File: config.mk
export PLATFORM = sky130hd
export DESIGN_NAME = touch_cmd_seq
export DESIGN_NICKNAME = d
export VERILOG_FILES = /design/src/rtl/tsq_pkg.sv /design/src/rtl/tsq_cmd_store.sv /design/src/rtl/tsq_fifo.sv /design/src/rtl/tsq_seq.sv /design/src/rtl/touch_cmd_seq.sv
export SDC_FILE = /design/constraint.sdc
export NUM_CORES = 1
export LEC_CHECK = 0
export ABC_CLOCK_PERIOD_IN_PS = 7100
export BUFFER_PORTS_ARGS = -buffer_cell sky130_fd_sc_hd__buf_2
export CAP_MARGIN = 20
export CORE_ASPECT_RATIO = 1.4
export CORE_UTILIZATION = 66
export DETAILED_ROUTE_END_ITERATION = 12
export PLACE_DENSITY_LB_ADDON = 0.1
export SKIP_LAST_GASP = 1
export SLEW_MARGIN = 0
export SYNTH_ARGS = -nofsm -noshare
export SYNTH_HDL_FRONTEND = slang
export SYNTH_HIERARCHICAL = 1
export SYNTH_SLANG_ARGS = --single-unit
export TNS_END_PERCENT = 10
File: constraint.sdc
create_clock -name clk -period 7.1 [get_ports clk]
set_clock_uncertainty 0.2 [all_clocks]
set_input_delay 0.355 -clock clk [delete_from_list [all_inputs] [get_ports clk]]
set_output_delay 0.355 -clock clk [all_outputs]
set_load 0.05 [all_outputs]
File: src/rtl/tsq_pkg.sv
package tsq_pkg;
  localparam logic [7:0] OFF_ENGINE = 8'h00;
  localparam logic [7:0] OFF_CFG    = 8'h04;
  localparam logic [7:0] OFF_STATUS = 8'h0C;
  localparam logic [7:0] OFF_WAIT   = 8'h10;
  localparam logic [7:0] OFF_REPEAT = 8'h14;
  localparam logic [7:0] OFF_TDATA  = 8'h18;
  localparam logic [7:0] OFF_CMD    = 8'h24;

  localparam int ENG_TOUCH_BIT = 2;
  localparam int CFG_CMDMODE_BIT = 22;
  localparam int ST_DONE_BIT = 2;

  localparam int SEL_LO = 7;
  localparam int SEL_HI = 25;
  localparam int SEL_W  = SEL_HI - SEL_LO + 1;

  typedef enum logic [2:0] {
    SQ_IDLE,
    SQ_SETTLE,
    SQ_START,
    SQ_WAITC,
    SQ_STORE
  } sq_state_e;
endpackage

File: src/rtl/tsq_cmd_store.sv
module tsq_cmd_store #(
  parameter int DEPTH = 8,
  parameter int SW    = 19,
  localparam int CNT_W = $clog2(DEPTH + 1)
) (
  input  logic             clk,
  input  logic             rst_n,
  input  logic             wr_en_i,
  input  logic             wr_zero_i,
  input  logic [SW-1:0]    wr_sel_i,
  input  logic             rewind_i,
  input  logic [CNT_W-1:0] rd_idx_i,
  output logic [SW-1:0]    rd_sel_o,
  output logic [CNT_W-1:0] len_o
);
  logic [CNT_W-1:0] wptr_q, wptr_d;
  logic             closed_q, closed_d;
  logic             append;
  logic [SW-1:0]    store_q [DEPTH];

  assign append = wr_en_i && !wr_zero_i && !closed_q && (wptr_q < CNT_W'(DEPTH));

  always_comb begin
    wptr_d   = wptr_q;
    closed_d = closed_q;
    if (rewind_i) begin
      wptr_d   = '0;
      closed_d = 1'b0;
    end else if (wr_en_i && wr_zero_i) begin
      closed_d = 1'b1;
    end else if (append) begin
      wptr_d = wptr_q + 1'b1;
    end
  end

  always_ff @(posedge clk or negedge rst_n) begin
    if (!rst_n) begin
      wptr_q   <= '0;
      closed_q <= 1'b0;
    end else begin
      wptr_q   <= wptr_d;
      closed_q <= closed_d;
    end
  end

  for (genvar gi = 0; gi < DEPTH; gi++) begin : g_entry
    always_ff @(posedge clk) begin
      if (append && !rewind_i && (wptr_q == CNT_W'(gi))) store_q[gi] <= wr_sel_i;
    end
  end

  assign rd_sel_o = (rd_idx_i < CNT_W'(DEPTH)) ? store_q[rd_idx_i[$clog2(DEPTH)-1:0]] : '0;
  assign len_o    = wptr_q;

  // the list never grows past its capacity
  p_list_cap_r3: assert property (@(posedge clk) disable iff (!rst_n)
    (wr_en_i && !rewind_i && (wptr_q == CNT_W'(DEPTH))) |=> (wptr_q == CNT_W'(DEPTH)));
endmodule

File: src/rtl/tsq_fifo.sv
module tsq_fifo #(
  parameter int DEPTH = 4,
  parameter int W     = 32,
  localparam int AW   = $clog2(DEPTH),
  localparam int CW   = $clog2(DEPTH + 1)
) (
  input  logic         clk,
  input  logic         rst_n,
  input  logic         push_i,
  input  logic [W-1:0] din_i,
  input  logic         pop_i,
  output logic [W-1:0] dout_o,
  output logic         full_o,
  output logic         empty_o
);
  logic [AW-1:0] wr_q, wr_d, rd_q, rd_d;
  logic [CW-1:0] cnt_q, cnt_d;
  logic [W-1:0]  slot_q [DEPTH];

  always_comb begin
    wr_d  = wr_q;
    rd_d  = rd_q;
    cnt_d = cnt_q;
    if (push_i) wr_d = (wr_q == AW'(DEPTH - 1)) ? '0 : wr_q + 1'b1;
    if (pop_i)  rd_d = (rd_q == AW'(DEPTH - 1)) ? '0 : rd_q + 1'b1;
    if (push_i && !pop_i)      cnt_d = cnt_q + 1'b1;
    else if (pop_i && !push_i) cnt_d = cnt_q - 1'b1;
  end

  always_ff @(posedge clk or negedge rst_n) begin
    if (!rst_n) begin
      wr_q  <= '0;
      rd_q  <= '0;
      cnt_q <= '0;
    end else begin
      wr_q  <= wr_d;
      rd_q  <= rd_d;
      cnt_q <= cnt_d;
    end
  end

  for (genvar gi = 0; gi < DEPTH; gi++) begin : g_slot
    always_ff @(posedge clk) begin
      if (push_i && (wr_q == AW'(gi))) slot_q[gi] <= din_i;
    end
  end

  assign dout_o  = slot_q[rd_q];
  assign full_o  = (cnt_q == CW'(DEPTH));
  assign empty_o = (cnt_q == '0);

  // the sequencer never stores into a full FIFO
  p_no_overflow_r10: assert property (@(posedge clk) disable iff (!rst_n) push_i |-> !full_o);
  // the register side never pops an empty FIFO
  p_no_underflow_r10: assert property (@(posedge clk) disable iff (!rst_n) pop_i |-> !empty_o);
endmodule

File: src/rtl/tsq_seq.sv
module tsq_seq
  import tsq_pkg::*;
#(
  parameter int CNT_W = 4,
  parameter int TMR_W = 16,
  parameter int RES_W = 12,
  parameter int SW    = 19
) (
  input  logic             clk,
  input  logic             rst_n,
  input  logic             go_i,
  input  logic [CNT_W-1:0] len_i,
  input  logic [SW-1:0]    sel_i,
  input  logic [TMR_W-1:0] wait_i,
  input  logic [TMR_W-1:0] same_i,
  input  logic             adc_done_i,
  input  logic [RES_W-1:0] adc_result_i,
  input  logic             fifo_full_i,
  output logic [CNT_W-1:0] idx_o,
  output logic [SW-1:0]    mux_ctrl_o,
  output logic             adc_start_o,
  output logic             push_o,
  output logic [31:0]      push_word_o,
  output logic             finish_o
);
  localparam int PAD = 16 - RES_W;

  sq_state_e        st_q, st_d;
  logic [CNT_W-1:0] idx_q, idx_d;
  logic [TMR_W-1:0] wcnt_q, wcnt_d, rcnt_q, rcnt_d;
  logic [RES_W-1:0] lo_q, lo_d, hi_q, hi_d;
  logic             last_cmd, need_push;

  assign last_cmd  = (idx_q == len_i - 1'b1);
  assign need_push = idx_q[0] || last_cmd;

  always_comb begin
    st_d     = st_q;
    idx_d    = idx_q;
    wcnt_d   = wcnt_q;
    rcnt_d   = rcnt_q;
    lo_d     = lo_q;
    hi_d     = hi_q;
    push_o   = 1'b0;
    finish_o = 1'b0;
    unique case (st_q)
      SQ_IDLE: begin
        if (go_i) begin
          if (len_i == '0) begin
            finish_o = 1'b1;
          end else begin
            idx_d  = '0;
            wcnt_d = wait_i;
            rcnt_d = same_i;
            st_d   = SQ_SETTLE;
          end
        end
      end
      SQ_SETTLE: begin
        if (wcnt_q == '0) st_d = SQ_START;
        else              wcnt_d = wcnt_q - 1'b1;
      end
      SQ_START: st_d = SQ_WAITC;
      SQ_WAITC: begin
        if (adc_done_i) begin
          if (idx_q[0]) hi_d = adc_result_i;
          else          lo_d = adc_result_i;
          if (rcnt_q == '0) begin
            st_d = SQ_STORE;
          end else begin
            rcnt_d = rcnt_q - 1'b1;
            st_d   = SQ_START;
          end
        end
      end
      SQ_STORE: begin
        if (!(need_push && fifo_full_i)) begin
          push_o = need_push;
          if (last_cmd) begin
            finish_o = 1'b1;
            st_d     = SQ_IDLE;
          end else begin
            idx_d  = idx_q + 1'b1;
            wcnt_d = wait_i;
            rcnt_d = same_i;
            st_d   = SQ_SETTLE;
          end
        end
      end
      default: st_d = SQ_IDLE;
    endcase
  end

  always_ff @(posedge clk or negedge rst_n) begin
    if (!rst_n) begin
      st_q   <= SQ_IDLE;
      idx_q  <= '0;
      wcnt_q <= '0;
      rcnt_q <= '0;
      lo_q   <= '0;
      hi_q   <= '0;
    end else begin
      st_q   <= st_d;
      idx_q  <= idx_d;
      wcnt_q <= wcnt_d;
      rcnt_q <= rcnt_d;
      lo_q   <= lo_d;
      hi_q   <= hi_d;
    end
  end

  assign idx_o       = idx_q;
  assign adc_start_o = (st_q == SQ_START);
  assign mux_ctrl_o  = (st_q == SQ_SETTLE || st_q == SQ_START || st_q == SQ_WAITC) ? sel_i : '0;
  assign push_word_o = {{PAD{1'b0}}, (idx_q[0] ? hi_q : {RES_W{1'b0}}), {PAD{1'b0}}, lo_q};

  // each conversion request lasts exactly one cycle
  p_start_pulse_r7: assert property (@(posedge clk) disable iff (!rst_n) adc_start_o |=> !adc_start_o);
  // the selection field is held while the converter is working
  p_sel_hold_r5: assert property (@(posedge clk) disable iff (!rst_n) adc_start_o |=> $stable(mux_ctrl_o));
endmodule

File: src/rtl/touch_cmd_seq.sv
module touch_cmd_seq
  import tsq_pkg::*;
#(
  parameter int CMD_DEPTH  = 8,
  parameter int FIFO_DEPTH = 4,
  parameter int TMR_W      = 16,
  parameter int RES_W      = 12
) (
  input  logic              clk,
  input  logic              rst_n,
  input  logic              reg_wr,
  input  logic              reg_rd,
  input  logic [7:0]        reg_addr,
  input  logic [31:0]       reg_wdata,
  output logic [31:0]       reg_rdata,
  output logic [SEL_W-1:0]  mux_ctrl,
  output logic              adc_start,
  input  logic              adc_done,
  input  logic [RES_W-1:0]  adc_result,
  output logic              touch_irq
);
  localparam int CNT_W = $clog2(CMD_DEPTH + 1);

  logic [1:0] rst_sync_q;
  logic       rst_ni;

  always_ff @(posedge clk or negedge rst_n) begin
    if (!rst_n) rst_sync_q <= 2'b00;
    else        rst_sync_q <= {rst_sync_q[0], 1'b1};
  end
  assign rst_ni = rst_sync_q[1];

  logic             eng_q, eng_d, done_q, done_d;
  logic [31:0]      cfg_q, cfg_d;
  logic [TMR_W-1:0] wait_q, wait_d, same_q, same_d;

  logic             wr_eng, wr_cfg, wr_stat, wr_wait, wr_same, wr_cmd, rd_cmd, rd_data;
  logic             seq_finish, seq_push, fifo_full, fifo_empty, fifo_pop;
  logic [31:0]      seq_word, fifo_dout;
  logic [CNT_W-1:0] seq_idx, list_len;
  logic [SEL_W-1:0] cur_sel;

  assign wr_eng  = reg_wr && (reg_addr == OFF_ENGINE);
  assign wr_cfg  = reg_wr && (reg_addr == OFF_CFG);
  assign wr_stat = reg_wr && (reg_addr == OFF_STATUS);
  assign wr_wait = reg_wr && (reg_addr == OFF_WAIT);
  assign wr_same = reg_wr && (reg_addr == OFF_REPEAT);
  assign wr_cmd  = reg_wr && (reg_addr == OFF_CMD);
  assign rd_cmd  = reg_rd && (reg_addr == OFF_CMD);
  assign rd_data = reg_rd && (reg_addr == OFF_TDATA);
  assign fifo_pop = rd_data && !fifo_empty;

  always_comb begin
    eng_d  = eng_q;
    done_d = done_q;
    cfg_d  = cfg_q;
    wait_d = wait_q;
    same_d = same_q;
    if (seq_finish)  eng_d = 1'b0;
    else if (wr_eng) eng_d = reg_wdata[ENG_TOUCH_BIT];
    if (seq_finish)                             done_d = 1'b1;
    else if (wr_stat && reg_wdata[ST_DONE_BIT]) done_d = 1'b0;
    if (wr_cfg)  cfg_d  = reg_wdata;
    if (wr_wait) wait_d = reg_wdata[TMR_W-1:0];
    if (wr_same) same_d = reg_wdata[TMR_W-1:0];
  end

  always_ff @(posedge clk or negedge rst_ni) begin
    if (!rst_ni) begin
      eng_q  <= 1'b0;
      done_q <= 1'b0;
      cfg_q  <= '0;
      wait_q <= '0;
      same_q <= '0;
    end else begin
      eng_q  <= eng_d;
      done_q <= done_d;
      cfg_q  <= cfg_d;
      wait_q <= wait_d;
      same_q <= same_d;
    end
  end

  tsq_cmd_store #(.DEPTH(CMD_DEPTH), .SW(SEL_W)) u_store (
    .clk       (clk),
    .rst_n     (rst_ni),
    .wr_en_i   (wr_cmd),
    .wr_zero_i (reg_wdata == 32'd0),
    .wr_sel_i  (reg_wdata[SEL_HI:SEL_LO]),
    .rewind_i  (rd_cmd),
    .rd_idx_i  (seq_idx),
    .rd_sel_o  (cur_sel),
    .len_o     (list_len)
  );

  tsq_seq #(.CNT_W(CNT_W), .TMR_W(TMR_W), .RES_W(RES_W), .SW(SEL_W)) u_seq (
    .clk          (clk),
    .rst_n        (rst_ni),
    .go_i         (eng_q && cfg_q[CFG_CMDMODE_BIT]),
    .len_i        (list_len),
    .sel_i        (cur_sel),
    .wait_i       (wait_q),
    .same_i       (same_q),
    .adc_done_i   (adc_done),
    .adc_result_i (adc_result),
    .fifo_full_i  (fifo_full),
    .idx_o        (seq_idx),
    .mux_ctrl_o   (mux_ctrl),
    .adc_start_o  (adc_start),
    .push_o       (seq_push),
    .push_word_o  (seq_word),
    .finish_o     (seq_finish)
  );

  tsq_fifo #(.DEPTH(FIFO_DEPTH), .W(32)) u_fifo (
    .clk     (clk),
    .rst_n   (rst_ni),
    .push_i  (seq_push),
    .din_i   (seq_word),
    .pop_i   (fifo_pop),
    .dout_o  (fifo_dout),
    .full_o  (fifo_full),
    .empty_o (fifo_empty)
  );

  always_comb begin
    reg_rdata = '0;
    unique case (reg_addr)
      OFF_ENGINE: reg_rdata[ENG_TOUCH_BIT] = eng_q;
      OFF_CFG:    reg_rdata = cfg_q;
      OFF_STATUS: reg_rdata[ST_DONE_BIT] = done_q;
      OFF_WAIT:   reg_rdata[TMR_W-1:0] = wait_q;
      OFF_REPEAT: reg_rdata[TMR_W-1:0] = same_q;
      OFF_TDATA:  reg_rdata = fifo_empty ? 32'd0 : fifo_dout;
      default:    reg_rdata = '0;
    endcase
  end

  assign touch_irq = done_q;

  // the engine enable drops once the sweep has ended
  p_engine_clear_r4: assert property (@(posedge clk) disable iff (!rst_ni) seq_finish |=> !eng_q);
  // end of sweep raises the interrupt
  p_irq_on_finish_r9: assert property (@(posedge clk) disable iff (!rst_ni) seq_finish |=> touch_irq);
  // write-one-to-clear of the done bit
  p_done_w1c_r9: assert property (@(posedge clk) disable iff (!rst_ni)
    (wr_stat && reg_wdata[ST_DONE_BIT] && !seq_finish) |=> !touch_irq);
endmodule

==> summary.md, run 1 <==
| Metric | Value |
|---|---|
| GRT overflow | `0` |
| Skew-Pair Late Insertion Delay | `around 0.56 ns` |
| Post-route clock period utilization | `a little over three fifths` |
| Initial antenna violation count | `5` |
| Die height | `~200 µm` |
| Element type at the critical path end | `register` |
| DP HPWL | `27500 µm` |
| Final Setup Violations | `0` |
| Type of the worst setup path | `reg -> reg` |
| Chip width | `between 100 and 150 µm` |
| I/O Pins | `110` |
| Min-delay worst type | `in -> reg` |
| Synth Area per Inst | `~16 µm²` |
| Total chip power | `6.52 mW` |
| Top-area cell type share of the netlist area | `45.1%` |
| Reg clk slew, reported paths | `0.06 ns` |
| Max Cap Viol | `0` |
| Final wirelength | `between 40000 and 50000 µm` |
| Crit path DAT | `~4.5 ns` |
| End of the worst register-to-register path | `u_fifo/slot_q[1][17]` |
| Outcome | `complete, no violations` |
| Fin nets | `1390` |
| DP Area | `19400 µm²` |
| Final Util | `76.4%` |
| Multi-input logic area | `6170 µm²` |
| First DRT Iteration DRCs | `898` |
| Slew HR | `20.9%` |
| Reg2reg start | `u_store/len_o[0]` |
| Wire per inst | `roughly 26 µm` |
| Vias | `11400` |
| Startpoint types | `register` |
| Fill cells | `1607` |
| Sequential fraction of the synthesis area | `around 64%` |
| Core ar. | `27700 µm²` |
| Layout cells sized above 1 | `between 20 and 30%` |
| First-pass GRT wire length | `67900 µm` |
| Clock root buffer | `clkbuf_16` |
| Vias in the first global route | `11500` |
| Setup TNS | `0 ns` |
| Leakage | `7.86 nW` |
| Unique masters post-synth | `87` |
| Reg2Reg Setup Slack | `between 2 and 3 ns` |
| Post-CTS setup buffer count | `0` |
| CTS resizes | `0` |
| Tmin final | `4.45 ns` |
| Synthesized netlist cell count | `1177` |
| Final ANT Viol Nets | `0` |
| DRT Pass-1 Iters | `5` |
| CTS tree | `built` |
| Worst reg-to-reg path cell count | `9` |
| Critical Path Fanout Max | `17` |
| Row count | `72` |
| Final instance area | `21100 µm²` |
| Htree depth | `2` |
| RePlAce Congestion | `0.877` |
| Port buffer count | `109` |
| Peak supply drop | `approximately 0.00029 V` |
| Area Overhead vs Synth | `13.4%` |
| Top-count cell post-synth | `edfxtp_1` |
| WP data required | `7.14 ns` |
| Clock sink count | `423` |
| Final Hold Fails | `0` |
| Critical Path Source | `u_store/len_o[0]` |
| Global Route Usage Sum | `32.1%` |
| Ys async rst share | `33.8%` |
| Post-Syn Area | `18600 µm²` |
| Fmax | `225 MHz` |
| Vias/cell | `around 6.6` |
| Pwr per Cell Area | `309 nW/µm²` |
| Synth area leader | `edfxtp_1` |
| Max-slew violation count | `0` |
| Starting density of the core | `67.4%` |
| Post-CTS Hold Buffers | `40` |
| Worst Tran Pin Value | `1.18 ns` |
| Post-synth top cells | `280 x edfxtp_1, 143 x dfrtp_1, 80 x mux2_2, 73 x nor2_1, 56 x mux4_2` |
| Clock Tree Buf Depth | `3` |
| Num CTS Buffers | `39` |
| Storage cell area | `12000 µm²` |
| RSZ-0062 raised after global routing | `no` |
| Critical Path Sink | `u_fifo/slot_q[1][17]` |
| Largest net degree at the start of global routing | `between 70 and 80` |
| Synth Warn # | `6` |
| Synthesized flop and latch total | `423` |
| DRC | `0` |
| Ranking of synthesized cells by area | `edfxtp_1 45%, dfrtp_1 19%, mux4_2 6.8%` |
| Die footprint | `between 20000 and 30000 µm²` |
| Ys flop type | `edfxtp_1` |
| Post-synth EDFFs | `280` |
## worst min path at each step
stage | from | to | slack, ns | depth (start not counted)
after CTS | reg_wdata[11] | u_store/store_q[2][4] | 0.0003 | 1
after global routing | reg_wdata[4] | same_q[4] | 0.0006 | 2
after global placement | rst_n | rst_sync_q[0] | -0.06 | 1
after detailed placement | rst_n | rst_sync_q[0] | -0.06 | 1
after floorplan | rst_n | rst_sync_q[0] | -0.14 | 0
final | reg_wdata[4] | same_q[4] | 0.0008 | 2
## routing by layer
| layer | track usage [%] | routed length [µm] |
|---|---|---|
| met5 | 0 | 44 |
| met4 | 13.6 | 1750 |
| met2 | 53.7 | 23100 |
| met1 | 41.9 | 16900 |
| met3 | 4.87 | 2700 |
## cell type report
class                           instances  area share (%)
Antenna cell                            4          0.0474
Clock buffer                           50            5.01
Clock inverter                         22            1.30
Inverter                               16           0.284
Multi-Input combinational cell        670            29.2
Sequential cell                       423            56.8
Tap cell                              370            2.19
Timing Repair Buffer                  168            5.19
## sequential cells by signal (all words and copies together) (netlist names), 2 cells and up
name,flops
u_fifo/cnt_q,3
u_store/store_q,152
rst_sync_q,2
u_store/len_o,4
same_q,16
u_seq/hi_q,12
u_seq/idx_o,4
u_seq/rcnt_q,16
u_fifo/slot_q,128
u_fifo/wr_q,2
u_fifo/rd_q,2
cfg_q,32
u_seq/lo_q,12
u_seq/st_q,3
u_seq/wcnt_q,16
wait_q,16
## worst max-delay path: stages (launching register included)
cell	delay [ns]
dfrtp_1	0.50
inv_1	0.08
ha_1	0.23
xor3_1	0.37
nor3_1	0.31
and2_1	0.33
nor2_1	0.08
nor3_1	0.80
and2_1	0.81
buf_4	0.40
## cell families (layout without fill, tap and decap cells)
| logic type | count (synthesis) | count (layout) | synth area share (%) |
|---|---|---|---|
| adder cells (fa/ha/maj) | 15 | 15 | 1.05 |
| XOR/XNOR | 9 | 9 | 0.504 |
| AO/OA/AOI/OAI | 190 | 190 | 7.55 |
| multiplexers | 188 | 188 | 15.9 |
| flip-flops | 423 | 423 | 64.3 |
| AND/OR/NAND/NOR | 259 | 259 | 7.89 |
| other | 2 | 13 | 0.0403 |
| buffers and inverters | 91 | 256 | 2.71 |
## where the power goes
| part | total (mW) | leakage (nW) | internal (mW) | switching (mW) |
|---|---|---|---|---|
| combinational | 1.29 | 2.89 | 0.497 | 0.798 |
| sequential | 3.04 | 4.32 | 2.83 | 0.211 |
| clock | 2.18 | 0.646 | 1.28 | 0.905 |
| total | 6.52 | 7.86 | 4.61 | 1.91 |
## metrics by stage
| stage | std cells | hold WS [ns] | worst slack [ns] |
|---|---|---|---|
| final | 1723 | 0.000801 | 2.65 |
| after global routing | 1720 | 0.000636 | 2.42 |
| after CTS | 1717 | 0.000339 | 2.66 |
| after detailed placement | 1605 | -0.0569 | 2.64 |
| after global placement | 1605 | -0.0605 | 2.75 |
| after floorplan | 1184 | -0.141 | 2.62 |
## placed cells by master, fill, tap and decap left out, drive strengths merged, types with 8 or more instances in the layout
| master | count |
|---|---|
| nor3b | 8 |
| dfrtp | 143 |
| nand3 | 12 |
| mux2 | 95 |
| dlygate4sd3 | 40 |
| nor2 | 74 |
| mux2i | 23 |
| and2 | 32 |
| clkbuf | 50 |
| edfxtp | 280 |
| nor3 | 21 |
| a31oi | 12 |
| or3 | 8 |
| mux4 | 70 |
| ha | 14 |
| buf | 128 |
| a22o | 19 |
| nor4 | 18 |
| inv | 17 |
| nand2 | 26 |
| o21ai | 34 |
| a21oi | 21 |
| conb | 9 |
| o211ai | 13 |
| and3 | 23 |
| clkinv | 13 |
| a22oi | 30 |
| o2bb2ai | 9 |
Power figures use the tool's default switching activity.
==> run 2, diff against run 1 <==
--- a/config.mk
+++ b/config.mk
@@ -5,11 +5,12 @@
 export SDC_FILE = /design/constraint.sdc
 export NUM_CORES = 1
 export LEC_CHECK = 0
-export ABC_CLOCK_PERIOD_IN_PS = 7100
+export ABC_AREA = 1
+export ABC_CLOCK_PERIOD_IN_PS = 4200
 export BUFFER_PORTS_ARGS = -buffer_cell sky130_fd_sc_hd__buf_2
 export CAP_MARGIN = 20
 export CORE_ASPECT_RATIO = 1.4
-export CORE_UTILIZATION = 66
+export CORE_UTILIZATION = 62
 export DETAILED_ROUTE_END_ITERATION = 12
 export PLACE_DENSITY_LB_ADDON = 0.1
 export SKIP_LAST_GASP = 1
==> constraint.sdc (replaced) <==
create_clock -name clk -period 4.2 [get_ports clk]
set_clock_uncertainty 0.2 [all_clocks]
set_input_delay 0.21 -clock clk [delete_from_list [all_inputs] [get_ports clk]]
set_output_delay 0.21 -clock clk [all_outputs]
set_load 0.05 [all_outputs]
==> summary.md, run 2 <==
| Metric | Value |
|---|---|
| DRT Pass-1 Iters | `5` |
| Final wirelength | `51000 µm` |
| Ranking of synthesized cells by area | `edfxtp_1 40%, dfrtp_1 17%, nand2_1 14%` |
| Outcome | `complete, no violations` |
| Tmin final | `3.33 ns` |
| Final Hold Fails | `0` |
| Fill cells | `2537` |
| Die footprint | `34300 µm²` |
| Setup TNS | `0 ns` |
| Vias | `approximately 16000` |
| Synth area leader | `edfxtp_1` |
| Pwr per Cell Area | `around 500 nW/µm²` |
| Slowest CP cell | `clkinv_2` |
| First-pass GRT wire length | `80400 µm` |
| Worst Tran Pin Value | `1.07 ns` |
| Synth Warn # | `6` |
| Clock sink count | `~420` |
| Storage cell area | `12000 µm²` |
| Crit-path leading delay family | `buffers and inverters` |
| Startpoint types | `register` |
| Peak supply drop | `0.000443 V` |
| Crit-path cells | `clkinv_2 -> nand2_1 -> o211ai_1 -> nand2_1 -> nand2_1 -> nand3b_1 -> nand4_1 -> buf_2` |
| Element type at the critical path end | `primary output` |
| Vias/cell | `around 5.4` |
| RSZ-0062 raised after global routing | `no` |
| Global Route Usage Sum | `30.6%` |
| RePlAce Congestion | `~0.9` |
| Ys flop type | `edfxtp_1` |
| Vias in the first global route | `about 16000` |
| Synthesized netlist cell count | `2323` |
| Critical Path Fanout Max | `66` |
| Synth Area per Inst | `8.95 µm²` |
| Final ANT Viol Nets | `0` |
| Max reg flops | `152` |
| Post-Syn Area | `20800 µm²` |
| I/O Pins | `110` |
| Worst path max stage delay | `0.64 ns` |
| Leakage | `11.3 nW` |
| Max Cap Viol | `0` |
| Total chip power | `12.0 mW` |
| GRT overflow | `0` |
| Area Overhead vs Synth | `13.0%` |
| Clock Tree Buf Depth | `3` |
| Critical Path Most Common Cell | `nand2_1` |
| Min-delay worst type | `in -> reg` |
| Core ar. | `approximately 33000 µm²` |
| Post-route clock period utilization | `between 70% and 80%` |
| Most frequent cells in the layout | `762 x nand2_1, 364 x inv_1, 280 x edfxtp_1, 176 x nand3_1, 141 x dfrtp_1` |
| Multi-input logic area | `6680 µm²` |
| Die height | `219 µm` |
| Top-area cell type share of the netlist area | `40.4%` |
| Ys async rst share | `about 34%` |
| Htree depth | `2` |
| Final Setup Violations | `0` |
| Post-synth EDFFs | `280` |
| Initial antenna violation count | `3` |
| CTS tree | `built` |
| Fmax | `300 MHz` |
| DP HPWL | `32500 µm` |
| Starting density of the core | `62.8%` |
| Post-synth top cells | `762 x nand2_1, 364 x inv_1, 280 x edfxtp_1, 176 x nand3_1, 143 x dfrtp_1` |
| Skew-Pair Late Insertion Delay | `0.55 ns` |
| Unique masters post-synth | `38` |
| Slew HR | `29.0%` |
| Chip width | `157 µm` |
| Num CTS Buffers | `between 40 and 50` |
| Row count | `79` |
| Largest net degree at the start of global routing | `94` |
| Wire per inst | `17.4 µm` |
| Sequential fraction of the synthesis area | `57.6%` |
| Top flop regs | `u_store/store_q x152, u_fifo/slot_q x128, cfg_q x32` |
| Top register by number of flip-flops | `u_store/store_q` |
| WP data required | `3.79 ns` |
| Type of the worst setup path | `reg -> out` |
| Port buffer count | `109` |
| Fin nets | `2529` |
| Top-count cell post-synth | `nand2_1` |
| Reg clk slew, reported paths | `0.06 ns` |
| DP Area | `21400 µm²` |
| Synthesized flop and latch total | `423` |
| Clock root buffer | `clkbuf_16` |
| Critical path buffer and inverter count | `2` |
| Layout cells sized above 1 | `10.9%` |
| First DRT Iteration DRCs | `1197` |
| Max-slew violation count | `0` |
| DRC | `0` |
| Commonest non-fill, non-tap cell in the layout | `nand2_1` |
| Post-CTS setup buffer count | `0` |
| Final instance area | `23500 µm²` |
| Crit path DAT | `2.92 ns` |
-- run 2: cell count changes in the layout (fill, tap and decap cells not counted), moves of 31 or more --
cell / before / now
nand4_1: 5 / 59
and2_1: 31 / 0
mux2_2: 80 / 0
nor2_1: 73 / 134
mux4_2: 56 / 0
inv_1: 16 / 364
o211ai_1: 13 / 64
nand2_1: 26 / 762
o21ai_0: 32 / 79
o21ai_1: 1 / 33
nand3_1: 10 / 176
-- run 2: repair_timing --
item                                   in CTS  in global routing
endpoints found under the hold margin     250                  0
hold buffers                               55                  0
gates resized for setup                     0                  0
-- run 2: power by group --
group / leakage, nW / switching (mW) / internal (mW) / total, mW
logic: 6.02 / 2.02 / 0.842 / 2.86
clock network: 0.749 / 1.58 / 2.51 / 4.09
registers: 4.54 / 0.295 / 4.75 / 5.04
-- run 2: path summary, 6_finish.rpt --
check	from	to	slack, ns	cells past startpoint
min in group asynchronous	rst_sync_q[1]	u_seq/wcnt_q[10]	0.27	0
setup reg to reg	u_store/len_o[0]	u_fifo/cnt_q[2]	0.95	18
hold reg to reg	rst_sync_q[0]	rst_sync_q[1]	0.16	0
max in group asynchronous	rst_sync_q[1]	cfg_q[17]	2.50	1
hold / removal	reg_addr[4]	u_store/closed_q	0.07	6
setup / recovery	u_fifo/rd_q[0]	reg_rdata[8]	0.87	8
-- run 2: kinds of logic (layout without fill, tap and decap cells) --
| kind of cell | Yosys count | count (layout) | synth area share [%] |
|---|---|---|---|
| buf+inv | 489 | 650 | 10.6 |
| simple gates | 1203 | 1203 | 25.2 |
| xor+xnor | 8 | 8 | 0.337 |
| flops | 423 | 423 | 57.6 |
| compound gates | 183 | 183 | 5.23 |
| fa+ha+maj | 15 | 15 | 0.939 |
| other cells | 2 | 11 | 0.0361 |
-- run 2: worst min-delay path, stage by stage --
cell     delay, ns
buf_2         0.10
inv_1         0.06
nand4_1       0.11
nor2_1        0.07
o21ai_0       0.18
nor2_1        0.05
-- run 2: per-stage QoR --
step           hold slack, ns  setup slack, ns  util, %  instances
2_1_floorplan          -0.286            0.896        -       2330
3_3_place_gp           -0.206             1.05     64.7       2803
3_5_place_dp           -0.204            0.971     64.7       2803
4_1_cts                0.0336            0.893     70.9       2936
5_1_grt                0.0769            0.600     71.0       2938
6_report               0.0721            0.869     71.0       2938
-- run 2: cell type report --
cell class | instances | area share, %
multi-input combinational | 1418 | 28.4
antenna | 2 | 0.0213
clock buffer | 56 | 5.10
tap | 445 | 2.37
timing repair buffer | 192 | 5.56
clock inverter | 22 | 1.42
sequential | 423 | 51.0
inverter | 380 | 6.08
-- run 2: per-layer routing --
metal | vias up | GRT usage [%] | routed length (µm)
li1 | 7704 | - | -
met1 | 7549 | 36.7 | 19900
met2 | 541 | 54.7 | 26200
met3 | 134 | 3.97 | 2860
met4 | 2 | 13.5 | 1950
met5 | - | 0 | 13
